$ cat src/rtl/cal_pkg.sv
package cal_pkg;
  localparam int NUM_FIELDS = 8;
  localparam int IDX_SEC    = 0;
  localparam int IDX_MIN    = 1;
  localparam int IDX_HOUR   = 2;
  localparam int IDX_WDAY   = 3;
  localparam int IDX_MDAY   = 4;
  localparam int IDX_MONTH  = 5;
  localparam int IDX_YEAR   = 6;
  localparam int IDX_CENT   = 7;

  typedef logic [7:0] byte_t;

  function automatic byte_t to_bcd(input byte_t v);
    byte_t t;
    byte_t o;
    t = v / 8'd10;
    o = v % 8'd10;
    return {t[3:0], o[3:0]};
  endfunction

  function automatic byte_t from_bcd(input byte_t v);
    return ({4'd0, v[7:4]} * 8'd10) + {4'd0, v[3:0]};
  endfunction

  function automatic byte_t enc_field(input byte_t v, input logic bin);
    return bin ? v : to_bcd(v);
  endfunction

  function automatic byte_t dec_field(input byte_t v, input logic bin);
    return bin ? v : from_bcd(v);
  endfunction

  function automatic byte_t enc_hour(input byte_t h, input logic bin, input logic h24);
    byte_t h12;
    h12 = ((h % 8'd12) == 8'd0) ? 8'd12 : (h % 8'd12);
    if (h24) return enc_field(h, bin);
    return enc_field(h12, bin) | ((h >= 8'd12) ? 8'h80 : 8'h00);
  endfunction

  function automatic byte_t dec_hour(input byte_t d, input logic bin, input logic h24);
    byte_t raw;
    raw = dec_field({1'b0, d[6:0]}, bin);
    if (h24) return dec_field(d, bin);
    return (raw % 8'd12) + (d[7] ? 8'd12 : 8'd0);
  endfunction

  function automatic byte_t month_days(input byte_t mon, input byte_t yr);
    case (mon)
      8'd2:                    return (yr[1:0] == 2'b00) ? 8'd29 : 8'd28;
      8'd4, 8'd6, 8'd9, 8'd11: return 8'd30;
      default:                 return 8'd31;
    endcase
  endfunction
endpackage

$ cat src/rtl/cal_phase.sv
module cal_phase #(
  parameter int TICKS_PER_SEC = 32768,
  parameter int UIP_TICKS     = 8
) (
  input  logic       clk,
  input  logic       rst_n,
  input  logic       tick,
  input  logic [2:0] div_ctl,
  input  logic       set_mode,
  input  logic       restart,
  output logic       sec_step,
  output logic       uip,
  output logic       running
);
  localparam int CW = $clog2(TICKS_PER_SEC);
  localparam logic [CW-1:0] LAST     = CW'(TICKS_PER_SEC - 1);
  localparam logic [CW-1:0] HALF     = CW'(TICKS_PER_SEC / 2);
  localparam logic [CW-1:0] UIP_FROM = CW'(TICKS_PER_SEC - UIP_TICKS);

  logic [CW-1:0] cnt_q;
  logic          held_q;
  logic          in_reset, run, load_half, restart_run, at_last;

  always_comb begin
    in_reset    = (div_ctl[2:1] == 2'b11);
    run         = !set_mode && (div_ctl <= 3'd2);
    load_half   = held_q && !in_reset && run;
    restart_run = restart && run && !load_half;
    at_last     = (cnt_q == LAST);
    sec_step    = run && tick && at_last && !load_half && !restart_run;
  end

  always_ff @(posedge clk) begin
    if (!rst_n) begin
      cnt_q  <= '0;
      held_q <= 1'b0;
    end else begin
      held_q <= in_reset;
      if (in_reset)         cnt_q <= '0;
      else if (load_half)   cnt_q <= HALF;
      else if (restart_run) cnt_q <= '0;
      else if (run && tick) cnt_q <= at_last ? '0 : cnt_q + 1'b1;
    end
  end

  assign running = run;
  assign uip     = run && (cnt_q >= UIP_FROM);

  a_r1_frozen_phase: assert property (@(posedge clk) disable iff (!rst_n)
    (!run && !in_reset) |=> $stable(cnt_q));
  a_r2_step_wraps: assert property (@(posedge clk) disable iff (!rst_n)
    sec_step |=> (cnt_q == '0));
  a_r4_uip_before_step: assert property (@(posedge clk) disable iff (!rst_n)
    sec_step |-> uip);
endmodule

$ cat src/rtl/cal_chain.sv
module cal_chain
  import cal_pkg::*;
#(
  parameter int RESET_CENTURY = 20
) (
  input  logic            clk,
  input  logic            rst_n,
  input  logic            step,
  input  logic [7:0]      wr_en,
  input  logic [7:0][7:0] wr_val,
  output logic [7:0][7:0] fld,
  output logic            upd_pulse
);
  localparam logic [7:0][7:0] RESET_VALS =
    {8'(RESET_CENTURY), 8'd0, 8'd1, 8'd1, 8'd1, 8'd0, 8'd0, 8'd0};
  localparam logic [7:0][7:0] LOW_VALS =
    {8'd0, 8'd0, 8'd1, 8'd1, 8'd1, 8'd0, 8'd0, 8'd0};

  logic [7:0][7:0] top_val;
  logic [7:0]      top_hit;
  logic [7:0]      carry;

  always_comb begin
    top_val[IDX_SEC]   = 8'd59;
    top_val[IDX_MIN]   = 8'd59;
    top_val[IDX_HOUR]  = 8'd23;
    top_val[IDX_WDAY]  = 8'd7;
    top_val[IDX_MDAY]  = month_days(fld[IDX_MONTH], fld[IDX_YEAR]);
    top_val[IDX_MONTH] = 8'd12;
    top_val[IDX_YEAR]  = 8'd99;
    top_val[IDX_CENT]  = 8'd99;
    for (int i = 0; i < NUM_FIELDS; i++) top_hit[i] = (fld[i] >= top_val[i]);
    carry[IDX_SEC]   = step;
    carry[IDX_MIN]   = carry[IDX_SEC]   && top_hit[IDX_SEC];
    carry[IDX_HOUR]  = carry[IDX_MIN]   && top_hit[IDX_MIN];
    carry[IDX_WDAY]  = carry[IDX_HOUR]  && top_hit[IDX_HOUR];
    carry[IDX_MDAY]  = carry[IDX_HOUR]  && top_hit[IDX_HOUR];
    carry[IDX_MONTH] = carry[IDX_MDAY]  && top_hit[IDX_MDAY];
    carry[IDX_YEAR]  = carry[IDX_MONTH] && top_hit[IDX_MONTH];
    carry[IDX_CENT]  = carry[IDX_YEAR]  && top_hit[IDX_YEAR];
  end

  always_ff @(posedge clk) begin
    if (!rst_n) begin
      fld       <= RESET_VALS;
      upd_pulse <= 1'b0;
    end else begin
      upd_pulse <= step;
      for (int i = 0; i < NUM_FIELDS; i++) begin
        if (wr_en[i])      fld[i] <= wr_val[i];
        else if (carry[i]) fld[i] <= top_hit[i] ? LOW_VALS[i] : fld[i] + 8'd1;
      end
    end
  end

  a_r7_wday_range: assert property (@(posedge clk) disable iff (!rst_n)
    (step && wr_en == '0 && fld[IDX_WDAY] >= 8'd1 && fld[IDX_WDAY] <= 8'd7)
    |=> (fld[IDX_WDAY] >= 8'd1 && fld[IDX_WDAY] <= 8'd7));
  a_r8_mday_valid: assert property (@(posedge clk) disable iff (!rst_n)
    (step && wr_en == '0 && fld[IDX_MDAY] >= 8'd1 &&
     fld[IDX_MDAY] <= month_days(fld[IDX_MONTH], fld[IDX_YEAR]))
    |=> (fld[IDX_MDAY] >= 8'd1 && fld[IDX_MDAY] <= 8'd31));
  a_r9_century_carry: assert property (@(posedge clk) disable iff (!rst_n)
    (step && wr_en == '0 && fld[IDX_SEC] == 8'd59 && fld[IDX_MIN] == 8'd59 &&
     fld[IDX_HOUR] == 8'd23 && fld[IDX_MDAY] == 8'd31 && fld[IDX_MONTH] == 8'd12 &&
     fld[IDX_YEAR] == 8'd99 && fld[IDX_CENT] < 8'd99)
    |=> (fld[IDX_CENT] == $past(fld[IDX_CENT]) + 8'd1 && fld[IDX_YEAR] == 8'd0));
endmodule

$ cat src/rtl/cal_codec.sv
module cal_codec
  import cal_pkg::*;
(
  input  logic            bin_mode,
  input  logic            h24_mode,
  input  logic [7:0][7:0] fld,
  input  logic [7:0]      wr_data,
  output logic [7:0][7:0] enc_fld,
  output logic [7:0][7:0] wr_val
);
  byte_t enc_u [NUM_FIELDS];
  byte_t dec_u [NUM_FIELDS];

  for (genvar i = 0; i < NUM_FIELDS; i++) begin : g_field
    if (i == IDX_HOUR) begin : g_hour
      assign enc_u[i] = enc_hour(fld[i], bin_mode, h24_mode);
      assign dec_u[i] = dec_hour(wr_data, bin_mode, h24_mode);
    end else begin : g_plain
      assign enc_u[i] = enc_field(fld[i], bin_mode);
      assign dec_u[i] = dec_field(wr_data, bin_mode);
    end
  end

  always_comb begin
    for (int i = 0; i < NUM_FIELDS; i++) begin
      enc_fld[i] = enc_u[i];
      wr_val[i]  = dec_u[i];
    end
  end
endmodule

$ cat src/rtl/cal_timekeeper.sv
module cal_timekeeper
  import cal_pkg::*;
#(
  parameter int TICKS_PER_SEC = 32768,
  parameter int UIP_TICKS     = 8,
  parameter int RESET_CENTURY = 20
) (
  input  logic       clk,
  input  logic       rst_n,
  input  logic       tick_32k,
  input  logic [2:0] div_ctl,
  input  logic       set_mode,
  input  logic       bin_mode,
  input  logic       h24_mode,
  input  logic [7:0] wr_strobe,
  input  logic [7:0] wr_data,
  output logic [7:0] sec_o,
  output logic [7:0] min_o,
  output logic [7:0] hour_o,
  output logic [7:0] wday_o,
  output logic [7:0] mday_o,
  output logic [7:0] month_o,
  output logic [7:0] year_o,
  output logic [7:0] cent_o,
  output logic       uip_o,
  output logic       upd_pulse_o
);
  logic            sec_step, running;
  logic [7:0][7:0] fld_bin, fld_enc, wr_val;

  cal_phase #(.TICKS_PER_SEC(TICKS_PER_SEC), .UIP_TICKS(UIP_TICKS)) u_phase (
    .clk(clk), .rst_n(rst_n), .tick(tick_32k), .div_ctl(div_ctl),
    .set_mode(set_mode), .restart(|wr_strobe), .sec_step(sec_step),
    .uip(uip_o), .running(running)
  );

  cal_chain #(.RESET_CENTURY(RESET_CENTURY)) u_chain (
    .clk(clk), .rst_n(rst_n), .step(sec_step), .wr_en(wr_strobe),
    .wr_val(wr_val), .fld(fld_bin), .upd_pulse(upd_pulse_o)
  );

  cal_codec u_codec (
    .bin_mode(bin_mode), .h24_mode(h24_mode), .fld(fld_bin),
    .wr_data(wr_data), .enc_fld(fld_enc), .wr_val(wr_val)
  );

  assign sec_o   = fld_enc[IDX_SEC];
  assign min_o   = fld_enc[IDX_MIN];
  assign hour_o  = fld_enc[IDX_HOUR];
  assign wday_o  = fld_enc[IDX_WDAY];
  assign mday_o  = fld_enc[IDX_MDAY];
  assign month_o = fld_enc[IDX_MONTH];
  assign year_o  = fld_enc[IDX_YEAR];
  assign cent_o  = fld_enc[IDX_CENT];

  a_r2_pulse_after_uip: assert property (@(posedge clk) disable iff (!rst_n)
    upd_pulse_o |-> $past(uip_o));
  a_r10_hold_in_set: assert property (@(posedge clk) disable iff (!rst_n)
    (set_mode && wr_strobe == '0) |=> $stable(fld_bin));
  a_r1_idle_no_pulse: assert property (@(posedge clk) disable iff (!rst_n)
    !running |=> !upd_pulse_o);
endmodule

$ cat config.mk
export PLATFORM = sky130hd
export DESIGN_NAME = cal_timekeeper
export DESIGN_NICKNAME = d
export VERILOG_FILES = /design/src/rtl/cal_pkg.sv /design/src/rtl/cal_phase.sv /design/src/rtl/cal_chain.sv /design/src/rtl/cal_codec.sv /design/src/rtl/cal_timekeeper.sv
export SDC_FILE = /design/constraint.sdc
export NUM_CORES = 1
export LEC_CHECK = 0
export BUFFER_PORTS_ARGS = -buffer_cell sky130_fd_sc_hd__buf_2
export CORE_MARGIN = 5
export CORE_UTILIZATION = 45
export CTS_CLUSTER_DIAMETER = 30
export CTS_CLUSTER_SIZE = 12
export DETAILED_ROUTE_END_ITERATION = 6
export PLACE_DENSITY = 0.64
export SLEW_MARGIN = 10
export SYNTH_ARGS = -nofsm -noshare
export SYNTH_HDL_FRONTEND = slang
export SYNTH_SLANG_ARGS = --single-unit
$ cat constraint.sdc
create_clock -name clk -period 3.5 [get_ports clk]
set_input_delay 0 -clock clk [delete_from_list [all_inputs] [get_ports clk]]
set_output_delay 0 -clock clk [all_outputs]
set_load 0.005 [all_outputs]
# After elaboration in Yosys (flattened, before gate mapping)
# Cells that the tools add are included.
# word_totals
reg_bits	81
output_inout_bits	66
word_cells	150
# classes
n_addsub	12
mul	2
div_mod_pow	20
n_lt_le_gt_ge	11
n_eq_ne	7
mux	49
bitwise	2
n_reduce_logical	35
# op_table
operator	n
$mux 8	41
$mod 8x4->8 const B	11
$div 8x4->8 const B	9
$add 8x1->8 const B	8
$mux 15	4
$eq 8x3->1 const B	2
$eq 8x4->1 const B	2
$ge 8x4->1 const B	2
$ge 8x6->1 const B	2
$ge 8x7->1 const B	2
$logic_and 1x1->1	16
$pmux 8 s2	1
$reduce_bool 2->1	8
$add 15x1->15 const B	1
$eq 15x15->1 const B	1
$ge 15x15->1 const B	1
$add 7x4->8	1
$add 8x4->8	1
$add 8x8->8	1
$eq 8x2->1 const B	1
$ge 8x3->1 const B	1
$ge 8x5->1 const B	1
$ge 8x8->1	1
$logic_not 8->1	1
other kinds (14)	19

# Longest topological paths before layout
# Gate-level depths: netlist of the first run.
# depth
word_depth	16
depth_mapped	20
ltp_nobuf	19

# Modules after synthesis
# Synthesis of the first run repeated with hierarchy kept, for this count alone.
# unflattened
cells_unflattened	1544
area_unflattened_um2	10525.1
# modules_own_cells
mod	instances	cells_per_inst	area_each_um2	seq_area_each_um2
cal_codec	1	972	6040.8	0.0
cal_chain	1	461	3577.2	1301.2
cal_phase	1	108	890.9	320.3
cal_timekeeper	1	3	16.3	0.0

# Worst setup path before layout of the first run
# Ideal clock, no wire load.
# synth_timing
path_kind	input to register
from	in wr_data[4]
to	reg u_chain.fld[19] in the netlist's numbering
arrival_time_ps	3394
required_time_ps	3367
setup_slack_ps	-27
path_stages	15
n_path_buf	0
cell_sequence	ha_1 > ha_1 > ha_1 > or4_1 > o211ai_1 > mux2i_1 > a32o_1 > inv_1 > ha_1 > nor3_1 > xnor2_1 > ha_1 > fa_1 > o211ai_1 > a31oi_1
# synth_between
elab_chain_len	7
# synth_rtl
item	line	rtl
start, declared	cal_timekeeper.sv:16	input logic [7:0] wr_data,
$mul 3x3->6	cal_pkg.sv:23	return ({4'd0, v[7:4]} * 8'd10) + {4'd0, v[3:0]};
$add 7x4->8	cal_pkg.sv:23	
$mux 8	cal_pkg.sv:31	return bin ? v : from_bcd(v);
$mod 8x4->8	cal_pkg.sv:45	return (raw % 8'd12) + (d[7] ? 8'd12 : 8'd0);
$add 8x8->8	cal_pkg.sv:45	
$mux 8 (*)	cal_pkg.sv:45	
$mux 8 (*)	cal_chain.sv:50	if (wr_en[i]) fld[i] <= wr_val[i];
end signal, assigned by index	cal_chain.sv:50	
end signal, assigned by index	cal_chain.sv:51	else if (carry[i]) fld[i] <= top_hit[i] ? LOW_VALS[i] : fld[i] + 8'd1;
end, declared	cal_chain.sv:11	output logic [7:0][7:0] fld,
# Every way passes the cells marked *; elsewhere a longest branch is shown, timed or not. The select of a mux whose other input is x is not followed.
# A chain may end at the register's enable or synchronous reset.

# Worst setup path after layout of the first run
# layout_timing
from	in wr_strobe[6]
to	reg u_chain.fld[59] in the netlist's numbering
# layout_between
elab_chain_len	12
# layout_rtl
item	line	rtl
start, declared	cal_timekeeper.sv:15	input logic [7:0] wr_strobe,
$reduce_or 8->1	cal_timekeeper.sv:33	.set_mode(set_mode), .restart(|wr_strobe), .sec_step(sec_step),
$logic_and 1x1->1 (2 in a row)	cal_phase.sv:28	restart_run = restart && run && !load_half;
$logic_not 1->1	cal_phase.sv:30	sec_step = run && tick && at_last && !load_half && !restart_run;
$logic_and 1x1->1	cal_phase.sv:30	
$logic_and 1x1->1	cal_chain.sv:34	carry[IDX_MIN] = carry[IDX_SEC] && top_hit[IDX_SEC];
$logic_and 1x1->1	cal_chain.sv:35	carry[IDX_HOUR] = carry[IDX_MIN] && top_hit[IDX_MIN];
$logic_and 1x1->1	cal_chain.sv:37	carry[IDX_MDAY] = carry[IDX_HOUR] && top_hit[IDX_HOUR];
$logic_and 1x1->1	cal_chain.sv:38	carry[IDX_MONTH] = carry[IDX_MDAY] && top_hit[IDX_MDAY];
$logic_and 1x1->1	cal_chain.sv:39	carry[IDX_YEAR] = carry[IDX_MONTH] && top_hit[IDX_MONTH];
$logic_and 1x1->1	cal_chain.sv:40	carry[IDX_CENT] = carry[IDX_YEAR] && top_hit[IDX_YEAR];
$reduce_bool 2->1 (no source line)	-	
# Every way passes these cells.

==> results of run 1 <==
power by group through the flow:
stage / Combinational [mW] / Clock, mW / Sequential, mW
after global placement: 1.92 / 0 / 1.17
final: 2.00 / 0.924 / 1.16
after floorplan: 1.48 / 0 / 1.05
after global routing: 2.23 / 0.974 / 1.18
after CTS: 1.97 / 0.937 / 1.15
after detailed placement: 1.95 / 0 / 1.17
kinds of logic (layout without fill, tap and decap cells):
kind of cell	count (synthesis)	count (layout)	share of synthesized area, %
simple gates	630	630	29.9
compound gates	518	518	31.2
buf+inv	206	253	7.64
flops	81	81	15.3
xor+xnor	67	67	5.54
fa+ha+maj	55	55	6.66
mux	38	38	3.75
other cells	0	2	0
cell type report:
cell class                      instances  area [um2]
Tap cell                              319         399
Inverter                               64         240
Sequential cell                        81        1640
Fill cell                            2368       11500
Clock inverter                          7        53.8
Timing Repair Buffer                  173        1100
Clock buffer                            9         225
Antenna cell                            2        5.00
Multi-Input combinational cell       1308        8200
per-layer routing:
layer	track usage (%)	vias up	wire, um	part of all wire [%]
li1	-	5887	-	-
met1	33.9	5528	15400	48
met2	36.0	416	14300	44
met3	3.03	47	2020	6.2
met4	6.14	0	670	2.1
met5	0	-	0	0
registers in the layout, indices dropped and copies added (netlist names):
name,cells
u_chain.fld,64
u_phase.cnt_q,15
u_chain.upd_pulse,1
u_phase.held_q,1
placed cells by master, fill, tap and decap left out, types with 16 or more instances in the layout:
master    synthesis  layout
a211oi_1         30      30
o22ai_1          18      18
xor2_1           20      20
nand2_1         157     157
nand4_1          16      16
nand2b_1         36      36
nand3_1          53      53
buf_2             2      89
and3_1           17      17
o21ai_0         127     127
a31oi_1          24      24
nor3_1           52      50
ha_1             50      48
nor3b_1          22      22
buf_4             7      78
xnor2_1          47      47
nor2b_1          46      45
nor2_1          154     154
inv_1            59      57
mux2i_1          24      24
dfxtp_1          81      71
a21oi_1         147     147
a22oi_1          20      20
worst max-delay path, delay by kind of cell:
| kind | cells | cell delay, ns |
|---|---|---|
| AO/OA/AOI/OAI | 3 | 0.50 |
| buffers and inverters | 2 | 0.78 |
| AND/OR/NAND/NOR | 5 | 2.43 |
what timing repair did:
item / CTS / global route
setup buffers: 0 / 4
resized for setup: 0 / 23
setup endpoints to repair: 0 / 20
endpoints found under the hold margin: 7 / 0
hold buffers: 5 / 0
stage by stage:
stage | setup TNS (ns) | area [um2] | instances | hold WS (ns)
6_report | 0 | 11900 | 1963 | 0.0188
5_1_grt | 0 | 11900 | 1962 | 0.00835
4_1_cts | 0 | 11800 | 1957 | 0.00561
3_5_place_dp | -0.614 | 11400 | 1936 | 0.305
3_3_place_gp | -0.213 | 11400 | 1936 | 0.295
2_1_floorplan | 0 | 10600 | 1595 | 0.128
worst paths after layout:
| check | start | to | slack (ns) | depth (start not counted) |
|---|---|---|---|---|
| setup / recovery | wr_strobe[6] | u_chain.fld[59] | 0.09 | 10 |
| hold / removal | wr_data[0] | u_chain.fld[56] | 0.02 | 3 |
| setup reg to reg | u_chain.fld[44] | u_chain.fld[59] | 0.28 | 11 |
| hold reg to reg | u_phase.cnt_q[11] | u_phase.cnt_q[11] | 0.50 | 2 |
==> results.md, run 1 <==
* Synth Register Bits at 81
* Startpoint type of the worst setup path: input port
* Cell chain of the critical path: dlygate4sd3_1, buf_2, or4_4, o31a_1, or4b_4, or4b_4, or4_4, a21oi_2, a221oi_1, nor2_2
* Pleak at 4.59 nW
* Final setup viols at 0
* Vias per Instance at 6.05
* Layout cells sized above 1 at 14.4%
* DR WL/cell at 16.5 um
* Max cap viols at 0
* Average cell area after synthesis at 6.65 um2
* RSZ-0062 raised after global routing: false
* Number of flops mapped to enable cells by yosys at 0
* Endpoints failing hold at 0
* Overall Power at 4.08 mW
* Die H at 163 um
* P_sw at 1.72 mW
* Dpl ws at -0.206 ns
* Die width at 163 um
* Synthesized area at 10600 um2
* DP HPWL at 23300 um
* Rel. slew slack at 31.8%
* Synth Flop Type: dfxtp_1
* Final Cycle Share at 97.3%
* Max Transition Viols Final at 0
* Critical path's largest stage delay at 0.63 ns
* Remaining antenna violation count at 0
* Tightest Pin Transition at 1.02 ns
* Clock Tree Root: clkbuf_16
* First-pass GRT wire length at 52500 um
* Worst-case clock skew at 0.0131 ns
* CTS Buf Count at 9
* I/O pins at 91
* Total GRT Usage at 23.2%
* Fin util at 50.8%
* Area leader, netlist: dfxtp_1
* DR pass1 iterations at 5
* Area contributors post-synth: dfxtp_1 (15%), a21oi_1 (6.9%), o21ai_0 (6.0%), ha_1 (5.9%), nand2_1 (5.6%)
* Cell internal pwr at 2.36 mW
* Number of global-route vias before repair at 10386
* Routability congestion estimate at 0.905
* Layout area overhead at 11.9%
* CP Capture Type: flip-flop
* Worst Hold Class: input port to flip-flop
* Gr ovfl total at 0
* Nets at 1715
* Core box area at 23300 um2
* Vias at 11878
* VDD IR max at 0.274 mV
* Critical-path cell with the highest stage delay: or4b_4
* Switching Share at 42.2%
* TritonCTS Sinks at 81
* Synth Net Count at 1673
* CTS tree: built
* Clk slew on worst S/H paths at 0.07 ns
* Core Rows at 56
* Most common cell in the netlist: nand2_1
* Drt initial violations at 1186
* Worst-path fanout max at 12
* H-tree levels at 3
* Post-Route WL at 32400 um
* Critical Path RT at 3.79 ns
* Register area share after synthesis at 15.3%
* Post-synth top area share at 15.3%
* Power share of the clock group at 22.6%
* Flop pwr share at 28.4%
* Crit path DAT at 3.70 ns
* Syn Inst Count at 1595
* DRC errors left at 0
* Largest net degree at the start of global routing at 55
* Skew-Pair Late Insertion Delay at 0.36 ns
* Status: completed
* Comb power frac at 48.9%
* IO Port Bufs at 90
* Die area at 26700 um2
* F_max at 294 MHz
* Yosys synthesis warning count at 0
* Library cells used by synthesis at 79
* Max clock buf depth at 2
* Async set or reset register ratio after synthesis at 0%
* Initial Utilization at 45.4%
* Tmin final at 3.41 ns
* Setup ws final at 0.0949 ns
* Synth top cells by count: nand2_1 (157), nor2_1 (154), a21oi_1 (147)
* PD cells at 344 nW/um2
* WS Path Type: input port to flip-flop
* Initial antenna violation count at 1
No activity file was read; power rests on OpenSTA's default activity.
==> inputs of run 2 (changes only) <==
Clock period 3.5 ns to 2.9 ns, I/O delays scaled along.
==> run 2 against run 1 <==
Net effect:
- the flow now finishes with violations (negative setup slack)
- die area stayed put
- power is 33% higher
- wire length is 3.4% higher
- first-iteration DRC count is 4.3% lower
- worst hold slack better by 0.0036 ns
- worst setup slack worse by 0.22 ns
- critical path depth is 5 higher
- critical path type unchanged
- sequential share of layout area is 1.2 points lower
- largest power group unchanged
==> results.md, run 2 (same netlist as run 1, synthesis figures left out) <==
* CTS Buf Count at 9
* Total negative slack at -0.233 ns
* Final setup viols at 4
* Initial Utilization at 45.4%
* Final Cycle Share at 104%
* Startpoint type of the worst setup path: input port
* Layout fillers at 2208
* Clock Tree Root: clkbuf_16
* PD cells at 408 nW/um2
* F_max at 331 MHz
* Top flop regs: u_chain.fld x64, u_phase.cnt_q x15
* Setup ws final at -0.125 ns
* Total GRT Usage at 23.9%
* WS Path Type: input port to flip-flop
* Worst hold slack at 0.0224 ns
* RSZ-0062 raised after global routing: true
* Flop pwr share at 24.9%
* Max clock buf depth at 2
* FF+latch area at 1680 um2
* Nets at 1817
* Placed standard-cell area at 12200 um2
* Vias per Instance at 5.94
* Die H at 163 um
* Switching Share at 40.2%
* Max Transition Viols Final at 0
* Tmin final at 3.03 ns
* TritonCTS Sinks at 81
* R2R Path End: u_chain.fld[59]
* Layout area overhead at 25.2%
* Remaining antenna violation count at 0
* Rel. slew slack at 27.2%
* Pleak at 5.27 nW
* DP HPWL at 24200 um
* FF-to-FF path depth at 12
* Core Rows at 56
* Status: finished, violations left
* Die area at 26700 um2
* Clk slew on worst S/H paths at 0.07 ns
* CP Capture Type: flip-flop
* Crit path DAT at 3.21 ns
* Cell internal pwr at 3.24 mW
* WHS Path Cells at 4
* Inserted Diodes at 0
* Multi-input combinational cell area at 8710 um2
* Failing checks: negative setup slack
* DR pass1 iterations at 7
* WHS Endpoint: u_phase.cnt_q[2]
* DRC errors left at 0
* Critical Path RT at 3.09 ns
* Number of global-route vias before repair at 10875
* Commonest non-fill, non-tap cell in the layout: buf_4
* VDD IR max at 0.337 mV
* CTS tree: built
* Comb power frac at 52.7%
* Gr ovfl total at 0
* Routability congestion estimate at 0.917
* Largest register FFs at 64
* Largest net degree at the start of global routing at 55
* Post-Route WL at 33500 um
* HP Start: tick_32k
* Worst Hold Class: input port to flip-flop
* First-pass GRT wire length at 54200 um
* P_sw at 2.18 mW
* Commonest cells after routing, fill and taps aside: buf_4 (173), nand2_1 (156), nor2_1 (148)
* Worst-path fanout max at 5
* Final Cell Area at 13300 um2
* Endpoints failing hold at 0
* DR WL/cell at 16.2 um
* IO Port Bufs at 90
* Skew-Pair Late Insertion Delay at 0.35 ns
* Vias at 12247
* Max cap viols at 0
* RR Startpoint: u_chain.fld[40]
* Initial antenna violation count at 0
* Layout cells sized above 1 at 24.9%
* Worst-case clock skew at 0.0101 ns
* Worst Setup SP: wr_data[4]
* Top reg by flops: u_chain.fld
* Tightest Pin Transition at 1.08 ns
* I/O pins at 91
* Reg2Reg Setup Slack at -0.05 ns
* Drt initial violations at 1135
* Power share of the clock group at 22.5%
* Die width at 163 um
* Core box area at 23300 um2
* H-tree levels at 3
==> run 2: cell count changes in the layout (fill, tap and decap cells not counted), moves of 7 or more <==
cell and change:
dfxtp_1 -16, a21oi_2 +7, dfxtp_2 +9, dfxtp_4 +7, nor2b_1 -9, o21ai_1 +7
a21oi_1 -8, buf_4 +95, o21ai_0 -8, buf_6 +9
==> run 2: through the flow <==
| stage | power (mW) | cells | util (%) | worst slack (ns) |
|---|---|---|---|---|
| 6_report | 5.41 | 2063 | 56.9 | -0.125 |
| 5_1_grt | 5.79 | 2063 | 56.9 | -0.261 |
| 4_1_cts | 5.27 | 2048 | 54.7 | -0.0710 |
| 3_5_place_dp | 3.93 | 2019 | 52.3 | -0.578 |
| 3_3_place_gp | 3.90 | 2019 | 52.3 | -0.521 |
| 2_1_floorplan | 3.10 | 1595 | - | -0.249 |
==> run 2: layer usage <==
layer | global-route usage (%) | routed length (um)
met1 | 33.9 | 15300
met2 | 39.1 | 15500
met3 | 2.83 | 2100
met4 | 5.22 | 560
met5 | 0 | 0
==> run 2: critical path, stage by stage <==
cell and delay [ns]:
buf_8 0.11, ha_4 0.16, ha_4 0.16, ha_4 0.25
or4_1 0.46, o211ai_1 0.18, buf_4 0.20, nor2_1 0.04
a221o_1 0.34, nor3_4 0.25, xnor2_1 0.15, ha_2 0.22
fa_2 0.42, o211ai_1 0.18, a31oi_1 0.09
==> run 2: power by group through the flow <==
| stage | clock (mW) | sequential, mW | combinational [mW] |
|---|---|---|---|
| 3_5_place_dp | 0 | 1.35 | 2.57 |
| 3_3_place_gp | 0 | 1.35 | 2.54 |
| 6_report | 1.22 | 1.35 | 2.85 |
| 2_1_floorplan | 0 | 1.26 | 1.83 |
| 4_1_cts | 1.24 | 1.34 | 2.69 |
| 5_1_grt | 1.28 | 1.36 | 3.15 |
==> run 2: what timing repair did <==
item                                    in CTS  in global routing
buffers inserted                            11                 16
endpoints found under the hold margin        1                  0
endpoints found under the setup margin      29                 39
resized for setup                           49                 98
pin swaps                                   26                 44
hold buffers                                 2                  0
==> run 2: area by class of cell <==
cell class	instances	area share (%)
Inverter	64	1.81
Clock inverter	6	0.547
Timing Repair Buffer	275	14.6
Tap cell	319	3.01
Clock buffer	10	1.80
Sequential cell	81	12.6
Multi-Input combinational cell	1308	65.6
==> run 2: worst max path at each step <==
| stage | end | slack (ns) |
|---|---|---|
| after floorplan | u_chain.fld[19] | -0.25 |
| after global placement | u_chain.fld[19] | -0.52 |
| after detailed placement | u_chain.fld[19] | -0.58 |
| after CTS | u_chain.fld[19] | -0.07 |
| after global routing | u_chain.fld[19] | -0.26 |
| final | u_chain.fld[19] | -0.13 |
